==> src/rtl/kbd_pkg.sv <==
package kbd_pkg;
  typedef enum logic [1:0] {
    REG_CTRL = 2'd0,
    REG_EN   = 2'd1,
    REG_POL  = 2'd2,
    REG_NONE = 2'd3
  } kbd_reg_e;

  localparam int CTL_MODE = 0;
  localparam int CTL_MASK = 1;
  localparam int CTL_ACK  = 2;
  localparam int CTL_FLAG = 3;
endpackage

==> src/rtl/kbd_sync.sv <==
module kbd_sync #(
  parameter int WIDTH  = 8,
  parameter int STAGES = 2
) (
  input  logic             clk,
  input  logic             rst,
  input  logic [WIDTH-1:0] din,
  output logic [WIDTH-1:0] dout
);
  logic [WIDTH-1:0] stage [STAGES];

  always_ff @(posedge clk) begin
    if (rst) stage[0] <= '0;
    else     stage[0] <= din;
  end

  for (genvar s = 1; s < STAGES; s++) begin : g_stage
    always_ff @(posedge clk) begin
      if (rst) stage[s] <= '0;
      else     stage[s] <= stage[s-1];
    end
  end

  assign dout = stage[STAGES-1];
endmodule

==> src/rtl/kbd_regs.sv <==
module kbd_regs
  import kbd_pkg::*;
#(
  parameter int N_KEYS = 8,
  parameter int DATA_W = 8
) (
  input  logic              clk,
  input  logic              rst,
  input  logic              wr_en,
  input  logic [1:0]        addr,
  input  logic [DATA_W-1:0] wr_data,
  input  logic              pend,
  output logic [N_KEYS-1:0] en,
  output logic [N_KEYS-1:0] pol,
  output logic              mask,
  output logic              mode,
  output logic              sw_ack,
  output logic [DATA_W-1:0] rd_data
);
  logic [DATA_W-1:0] rd_next;

  always_ff @(posedge clk) begin
    if (rst) begin
      en   <= '0;
      pol  <= '0;
      mask <= 1'b0;
      mode <= 1'b0;
    end else if (wr_en) begin
      case (addr)
        REG_CTRL: begin
          mask <= wr_data[CTL_MASK];
          mode <= wr_data[CTL_MODE];
        end
        REG_EN:  en  <= wr_data[N_KEYS-1:0];
        REG_POL: pol <= wr_data[N_KEYS-1:0];
        default: ;
      endcase
    end
  end

  assign sw_ack = wr_en && (addr == REG_CTRL) && wr_data[CTL_ACK];

  always_comb begin
    rd_next = '0;
    case (addr)
      REG_CTRL: begin
        rd_next[CTL_FLAG] = pend;
        rd_next[CTL_MASK] = mask;
        rd_next[CTL_MODE] = mode;
      end
      REG_EN:  rd_next[N_KEYS-1:0] = en;
      REG_POL: rd_next[N_KEYS-1:0] = pol;
      default: ;
    endcase
  end

  always_ff @(posedge clk) begin
    if (rst) rd_data <= '0;
    else     rd_data <= rd_next;
  end


  ctrl_read_chk: assert property (@(posedge clk) disable iff (rst)
    (addr == REG_CTRL) |=> (rd_data[DATA_W-1:4] == '0 && !rd_data[CTL_ACK]));
endmodule

==> src/rtl/kbd_detect.sv <==
module kbd_detect #(
  parameter int N_KEYS = 8
) (
  input  logic              clk,
  input  logic              rst,
  input  logic [N_KEYS-1:0] keys_s,
  input  logic [N_KEYS-1:0] en,
  input  logic [N_KEYS-1:0] pol,
  input  logic              mode,
  input  logic              mask,
  input  logic              ack,
  output logic              pend,
  output logic              irq
);
  logic [N_KEYS-1:0] act_vec;
  logic any_act, any_act_q, edge_c, arm_q, clear_ok, pend_d, arm_d;

  assign act_vec = en & ~(keys_s ^ pol);
  assign any_act = |act_vec;
  assign edge_c  = any_act && !any_act_q;
  assign clear_ok = mode ? ((ack || arm_q) && !any_act) : ack;

  always_comb begin
    if (edge_c)        pend_d = 1'b1;
    else if (clear_ok) pend_d = 1'b0;
    else               pend_d = pend;
    if (edge_c || !mode || !pend_d) arm_d = 1'b0;
    else if (ack)                   arm_d = 1'b1;
    else                            arm_d = arm_q;
  end

  always_ff @(posedge clk) begin
    if (rst) begin
      any_act_q <= 1'b0;
      pend      <= 1'b0;
      arm_q     <= 1'b0;
      irq       <= 1'b0;
    end else begin
      any_act_q <= any_act;
      pend      <= pend_d;
      arm_q     <= arm_d;
      irq       <= pend && !mask;
    end
  end


  edge_sets_chk: assert property (@(posedge clk) disable iff (rst)
    edge_c |=> pend);

  level_hold_chk: assert property (@(posedge clk) disable iff (rst)
    (mode && any_act && pend) |=> pend);

  edge_ack_clear_chk: assert property (@(posedge clk) disable iff (rst)
    (!mode && ack && !edge_c) |=> !pend);

  mask_gate_chk: assert property (@(posedge clk) disable iff (rst)
    mask |=> !irq);
endmodule

==> src/rtl/kbd_wake_ctrl.sv <==
module kbd_wake_ctrl #(
  parameter int N_KEYS      = 8,
  parameter int DATA_W      = 8,
  parameter int SYNC_STAGES = 2
) (
  input  logic              clk,
  input  logic              rst,
  input  logic              wr_en,
  input  logic [1:0]        addr,
  input  logic [DATA_W-1:0] wr_data,
  output logic [DATA_W-1:0] rd_data,
  input  logic [N_KEYS-1:0] keys,
  input  logic              vec_ack,
  output logic              irq
);
  logic [N_KEYS-1:0] keys_s, en, pol;
  logic mask, mode, sw_ack, pend;

  kbd_sync #(.WIDTH(N_KEYS), .STAGES(SYNC_STAGES)) u_sync (
    .clk(clk), .rst(rst), .din(keys), .dout(keys_s)
  );

  kbd_regs #(.N_KEYS(N_KEYS), .DATA_W(DATA_W)) u_regs (
    .clk(clk), .rst(rst), .wr_en(wr_en), .addr(addr), .wr_data(wr_data),
    .pend(pend), .en(en), .pol(pol), .mask(mask), .mode(mode),
    .sw_ack(sw_ack), .rd_data(rd_data)
  );

  kbd_detect #(.N_KEYS(N_KEYS)) u_det (
    .clk(clk), .rst(rst), .keys_s(keys_s), .en(en), .pol(pol),
    .mode(mode), .mask(mask), .ack(sw_ack || vec_ack),
    .pend(pend), .irq(irq)
  );
endmodule

==> config.mk <==
export PLATFORM = sky130hd
export DESIGN_NAME = kbd_wake_ctrl
export DESIGN_NICKNAME = d
export VERILOG_FILES = /design/src/rtl/kbd_pkg.sv /design/src/rtl/kbd_sync.sv /design/src/rtl/kbd_regs.sv /design/src/rtl/kbd_detect.sv /design/src/rtl/kbd_wake_ctrl.sv
export SDC_FILE = /design/constraint.sdc
export NUM_CORES = 1
export LEC_CHECK = 0
export BUFFER_PORTS_ARGS = -buffer_cell sky130_fd_sc_hd__buf_2
export CORE_MARGIN = 2
export CORE_UTILIZATION = 41
export DETAILED_ROUTE_END_ITERATION = 10
export PLACE_DENSITY = 0.71
export SYNTH_ARGS = -nofsm -noshare
export SYNTH_HDL_FRONTEND = slang
export SYNTH_HIERARCHICAL = 1
export SYNTH_SLANG_ARGS = --single-unit
export TNS_END_PERCENT = 30
==> constraint.sdc <==
create_clock -name clk -period 1.6 [get_ports clk]
set_input_delay 0.48 -clock clk [delete_from_list [all_inputs] [get_ports clk]]
set_output_delay 0.48 -clock clk [all_outputs]
set_load 0.01 [all_outputs]
After elaboration in Yosys (flattened, before gate mapping):

Memories as Yosys holds them, arrays and structs flattened.
Cells that the tools add are included.

* reduce and logical (&&, ||, !) cells: 20
* equal/unequal tests: 2
* multiplexer cells: 12
* bitwise operators: 5

Operators by type and width (count)
* 2-to-1 mux 8 bit: 2
* bitwise AND 8 bit: 1
* NOT 8 bit: 1
* one-hot mux 4 bit (2 select lines): 1
* OR reduction 8 bit: 1
* bitwise XOR 8 bit: 1
* 2-to-1 mux 1 bit: 6
* one-hot mux 2 bit (3 select lines): 1
* AND reduction 2 bit: 3
* logical AND 1 bit: 5
* zero test 1 bit: 5
* logical OR 1 bit: 4
* one-hot mux 1 bit (3 select lines): 1
* == test 2 x 1 -> 1 bit (second input constant): 1
* == test 2 bit (second input constant): 1
* zero test 2 bit: 1
* OR 1 bit: 2
* one-hot mux 1 bit (2 select lines): 1
* OR reduction 2 bit: 1

* logic and storage cells: 49
* output and inout port bits: 9
* bits in registers: 30
* bits in writable memories: 16
* input port bits: 22
* memories kept: 1

Memory list
* u_sync.stage: words 2, bits a word 8, rd ports 2, clocked after Yosys merged registers in 0, wr ports 2, RTL line kbd_sync.sv:10 `logic [WIDTH-1:0] stage [STAGES];`

Depth between registers and ports, before layout:

* depth in word-level cells: 12
* mapped depth: 9
* mapped depth without buffers: 8

Modules after synthesis:

The synthesis kept the hierarchy.

Modules (own cells, without submodules)
* kbd_regs: cells an instance 115, instances 1, seq. area each 520.5 µm², area an instance 1176.1 µm²
* kbd_sync: cells an instance 33, instances 1, seq. area each 320.3 µm², area an instance 464.2 µm²
* kbd_detect: cells an instance 27, instances 1, seq. area each 80.1 µm², area an instance 252.7 µm²
* kbd_wake_ctrl: cells an instance 1, instances 1, seq. area each 0.0 µm², area an instance 6.3 µm²

Worst setup path after synthesis:

OpenSTA, ideal clock, no wires.

* kind: input -> register
* start: input addr[0]
* end: register u_det.pend
* stages on the path: 9
* buffers on the path: 1
* setup time: 0.058 ns
* path slack: -0.028 ns
* data arrival time: 1.571 ns
* data required time: 1.542 ns
* path through: inv_1 -> ha_1 -> buf_2 -> and3_1 -> or2_1 -> inv_1 -> o21ai_0 -> a21oi_1 -> o21a_1

* cells in the longest elaborated chain, start to end: 9

Ends and longest elaborated chain
* start: declaration: RTL line kbd_wake_ctrl.sv:9 `input logic [1:0] addr,`
* zero test 2 bit (*): RTL line kbd_regs.sv:41 `assign sw_ack = wr_en && (addr == REG_CTRL) && wr_data[CTL_ACK];`
* logical AND 1 bit (*) (2 in a row): RTL line kbd_regs.sv:41
* net sw_ack: RTL line kbd_wake_ctrl.sv:17 `logic mask, mode, sw_ack, pend;`
* logical OR 1 bit (*): RTL line kbd_wake_ctrl.sv:31 `.mode(mode), .mask(mask), .ack(sw_ack || vec_ack),`
* logical OR 1 bit: RTL line kbd_detect.sv:21 `assign clear_ok = mode ? ((ack || arm_q) && !any_act) : ack;`
* logical AND 1 bit: RTL line kbd_detect.sv:21
* 2-to-1 mux 1 bit (*): RTL line kbd_detect.sv:21
* 2-to-1 mux 1 bit (*): RTL line kbd_detect.sv:25 `else if (clear_ok) pend_d = 1'b0;`
* 2-to-1 mux 1 bit (*): RTL line kbd_detect.sv:24 `if (edge_c) pend_d = 1'b1;`
* end signal: assignment: RTL line kbd_detect.sv:40 `pend <= pend_d;`
* end: declaration: RTL line kbd_detect.sv:12 `output logic pend,`

The timed path passes the listed nets; every way through them passes the cells marked *.
A chain may end at the register's enable or synchronous reset.

Worst setup path in the final report:

Ends and elaborated chain as after synthesis.

==> results.py <==
metrics = {
    "status": {
        "run_status": "completed",
    },
    "clock_tree": {
        "cts_root_buffer": "clkbuf_8",
        "total_clock_buffers_created_by_cts": 5,
        "insertion_delay_ns": 0.30,
        "tritoncts": "built",
        "clock_tree.htree_level_count": 2,
        "clk_pin_slew_worst_paths_ns": 0.08,
        "clock_tree.buffer_depth": 2,
        "cts.hold.buffers_added": 0,
        "post_cts.resized_instances": 0,
        "cts_setup_buffers": 0,
        "cts_sinks": 46,
    },
    "synthesis": {
        "netlist.area_leader.share_pct": 48.5,
        "syn_area_per_cell_um2": 10.8,
        "postSynth.topFlopCell": "dfxtp_1",
        "synth_edf_count": 0,
        "post-synth-top-area-cell": "dfxtp_1",
        "syn_warnings": 6,
        "postSynthRegisterBits": 46,
        "synth-async-reset-ratio_pct": 0,
        "postSynthCellCount": 176,
        "synth.yosys.seq_area_share_pct": 48.5,
        "yosys-top-cells-area": "dfxtp_1 48%, a21bo_1 7.9%, a21oi_2 5.1%, nand3_1 4.7%, xnor2_1 3.7%",
        "synth_area_mm2": 0.00190,
        "count_of_cell_types_in_the_netlist": 30,
        "synth_nets": 202,
    },
    "power": {
        "power.share.clock_pct": 33.4,
        "power.sequential.fraction_pct": 56.0,
        "intPower_w": 0.00165,
        "combPwrFrac_pct": 10.7,
        "power_per_cell_area_mw_per_mm2": 973,
        "netSwitchingFraction_pct": 23.7,
        "total_power_w": 0.00216,
        "total_switching_power_w": 0.000514,
        "p_leak_nw": 0.888,
        "ir_drop_mv": 0.447,
    },
    "worst_setup_path": {
        "endpoint_kind": "register",
        "crit_buf_inv": 3,
        "startpoint_type": "primary input",
        "cp_slowest_stage_delay_ns": 0.25,
        "crit_arrival_ns": 1.60,
        "critPathMaxFanout": 3,
        "cp_top_family": "simple AND/OR/NAND/NOR gates",
        "cp_data_required_time_ns": 1.85,
        "critical-path-top-cell-by-count": "inv_1",
        "cp_slowest_cell": "or2_1",
        "timing.critical_path.cells": "buf_2, inv_1, ha_2, and3_1, or2_1, inv_1, o21ai_0, a21oi_1, o21a_1",
        "criticalPathCategory": "primary input to register",
    },
    "global_routing": {
        "antenna_found_initial": 0,
        "first_global_vias": 1244,
        "grt_remaining_overflow": 0,
        "grt_max_degree": 37,
        "wire_length_of_the_first_global_routing_pass_um": 6150,
        "grt_usage_pct": 15.6,
    },
    "placed_design": {
        "portBuffers": 30,
        "gp_congestion": 0.769,
        "detailed_place.area_mm2": 0.00213,
        "hpwlAfterDp_um": 2550,
    },
    "routing": {
        "route.detailed.wl_per_inst_um": 13.4,
        "drt_drc_violations_left": 0,
        "vias": 1342,
        "vias_per_cell": 5.03,
        "detailed_routing_iterations_pass_1": 4,
        "wl_um": 3580,
        "met1Wirelength_um": 1730,
        "ant_nets": 0,
        "detailedRoute.firstIterationViolations": 84,
        "maxUsedRoutingLayer": "met4",
        "routed-wl-met2_um": 1600,
        "met3WireLength_um": 173,
    },
    "floorplan": {
        "num_rows": 24,
        "core-area_mm2": 0.00441,
        "initial_utilization_pct": 43.0,
        "die_w_um": 72.1,
        "i_o_pin_total": 31,
        "dieHeight_um": 72.1,
        "die-area_mm2": 0.00519,
    },
    "run": {
        "timing.max_cap.violations": 0,
    },
    "sta": {
        "max_slew_margin_pct": 74.0,
        "clock_skew_ns": 0.00544,
        "fraction_of_the_cycle_the_final_worst_path_needs_pct": 84.4,
        "timing.final.hold_violations": 0,
        "rsz0062_at_grt": "false",
        "setup_violations_final": 0,
        "fin_tns_setup_ns": 0,
        "timing.final.crit_period_ns": 1.35,
        "final-max-slew-violation-count": 0,
        "timing.fmax_ghz": 0.741,
        "hold_ws_ns": 0.385,
        "timing_worst_slew_pin_value_ns": 0.390,
    },
    "cells_and_area": {
        "layout.cells.most_common": "dfxtp_1",
        "final_layout_size_suffix_gt1_share_pct": 36.7,
        "finalInstanceArea_mm2": 0.00222,
        "area_delta_synth_final_pct": 17.1,
        "leading_cell_types_in_the_layout_fill_and_taps_excluded": "46 x dfxtp_1, 30 x buf_2, 18 x nand3_1",
        "finalNetCount": 240,
        "number_of_diodes": 0,
    },
    "worst_hold_path": {
        "hold_path_class": "primary input to register",
    },
}
cell type report:
cell class / count / area [µm²]
Timing Repair Buffer: 43 / 260
Fill cell: 428 / 2190
Multi-Input combinational cell: 114 / 872
Inverter: 4 / 15.0
Clock buffer: 7 / 86.3
Clock inverter: 1 / 5.00
Sequential cell: 46 / 921
Tap cell: 52 / 65.1
kinds of logic after synthesis:
kind of cell | Yosys count | share of synthesized area [%]
AOI/OAI and AO/OA | 53 | 23.3
DFF | 46 | 48.5
xor gates and xnor gates | 8 | 3.69
buffers and inverters | 16 | 5.73
adders and majority gates | 4 | 2.64
and+or+nand+nor | 49 | 16.2
state kept, by name, indices dropped and copies added, names as in the netlist:
signal           count
u_regs/mode          1
u_det/irq            1
u_det/arm_q          1
u_det/any_act_q      1
u_sync/stage        16
u_regs/mask          1
u_det/pend           1
u_regs/pol           8
u_regs/en            8
u_regs/rd_data       8
cell usage after synthesis (all sizes together) (3+ instances only):
| cell | instances |
|---|---|
| a21oi | 19 |
| ha | 4 |
| nor2 | 5 |
| nor2b | 11 |
| buf | 11 |
| nand3 | 18 |
| a21bo | 18 |
| a22oi | 9 |
| a222oi | 3 |
| dfxtp | 46 |
| inv | 4 |
| nor3 | 4 |
| xnor2 | 8 |
| and2b | 6 |
through the flow:
stage	std cells	util [%]	worst slack [ns]
after CTS	267	50.4	0.269
final	267	50.4	0.250
after detailed placement	259	48.3	-0.0473
after global routing	267	50.4	0.198
after floorplan	176	-	0.00534
after global placement	259	48.3	-0.0111
power by group through the flow:
| stage | sequential (W) | combinational, W | clock [W] |
|---|---|---|---|
| after floorplan | 0.00123 | 0.000156 | 0 |
| after global placement | 0.00124 | 0.000228 | 0 |
| after detailed placement | 0.00124 | 0.000231 | 0 |
| after CTS | 0.00121 | 0.000232 | 0.000748 |
| after global routing | 0.00122 | 0.000257 | 0.000805 |
| final | 0.00121 | 0.000231 | 0.000722 |
worst reg2reg max path, delay by kind of cell, from the launching register on:
kind             cells  cell delay [ns]
AO/OA/AOI/OAI        2             0.47
XOR/XNOR             1             0.13
flip-flops           1             0.34
AND/OR/NAND/NOR      1             0.20
per-layer routing:
metal / track usage [%] / vias to the layer above
li1: - / 690
met1: 20.7 / 611
met3: 4.58 / 7
met5: 0 / -
met2: 23.3 / 34
met4: 7.55 / 0
final timing paths:
kind | start | to | slack, ns | cells after the start
hold reg to reg | u_sync/stage[0][3] | u_sync/stage[1][3] | 0.44 | 1
setup reg to reg | u_regs/pol[6] | u_det/pend | 0.37 | 4
setup / recovery | addr[0] | u_det/pend | 0.25 | 9
hold / removal | keys[3] | u_sync/stage[0][3] | 0.39 | 2
Note: power is estimated with default switching activity, not from simulation.
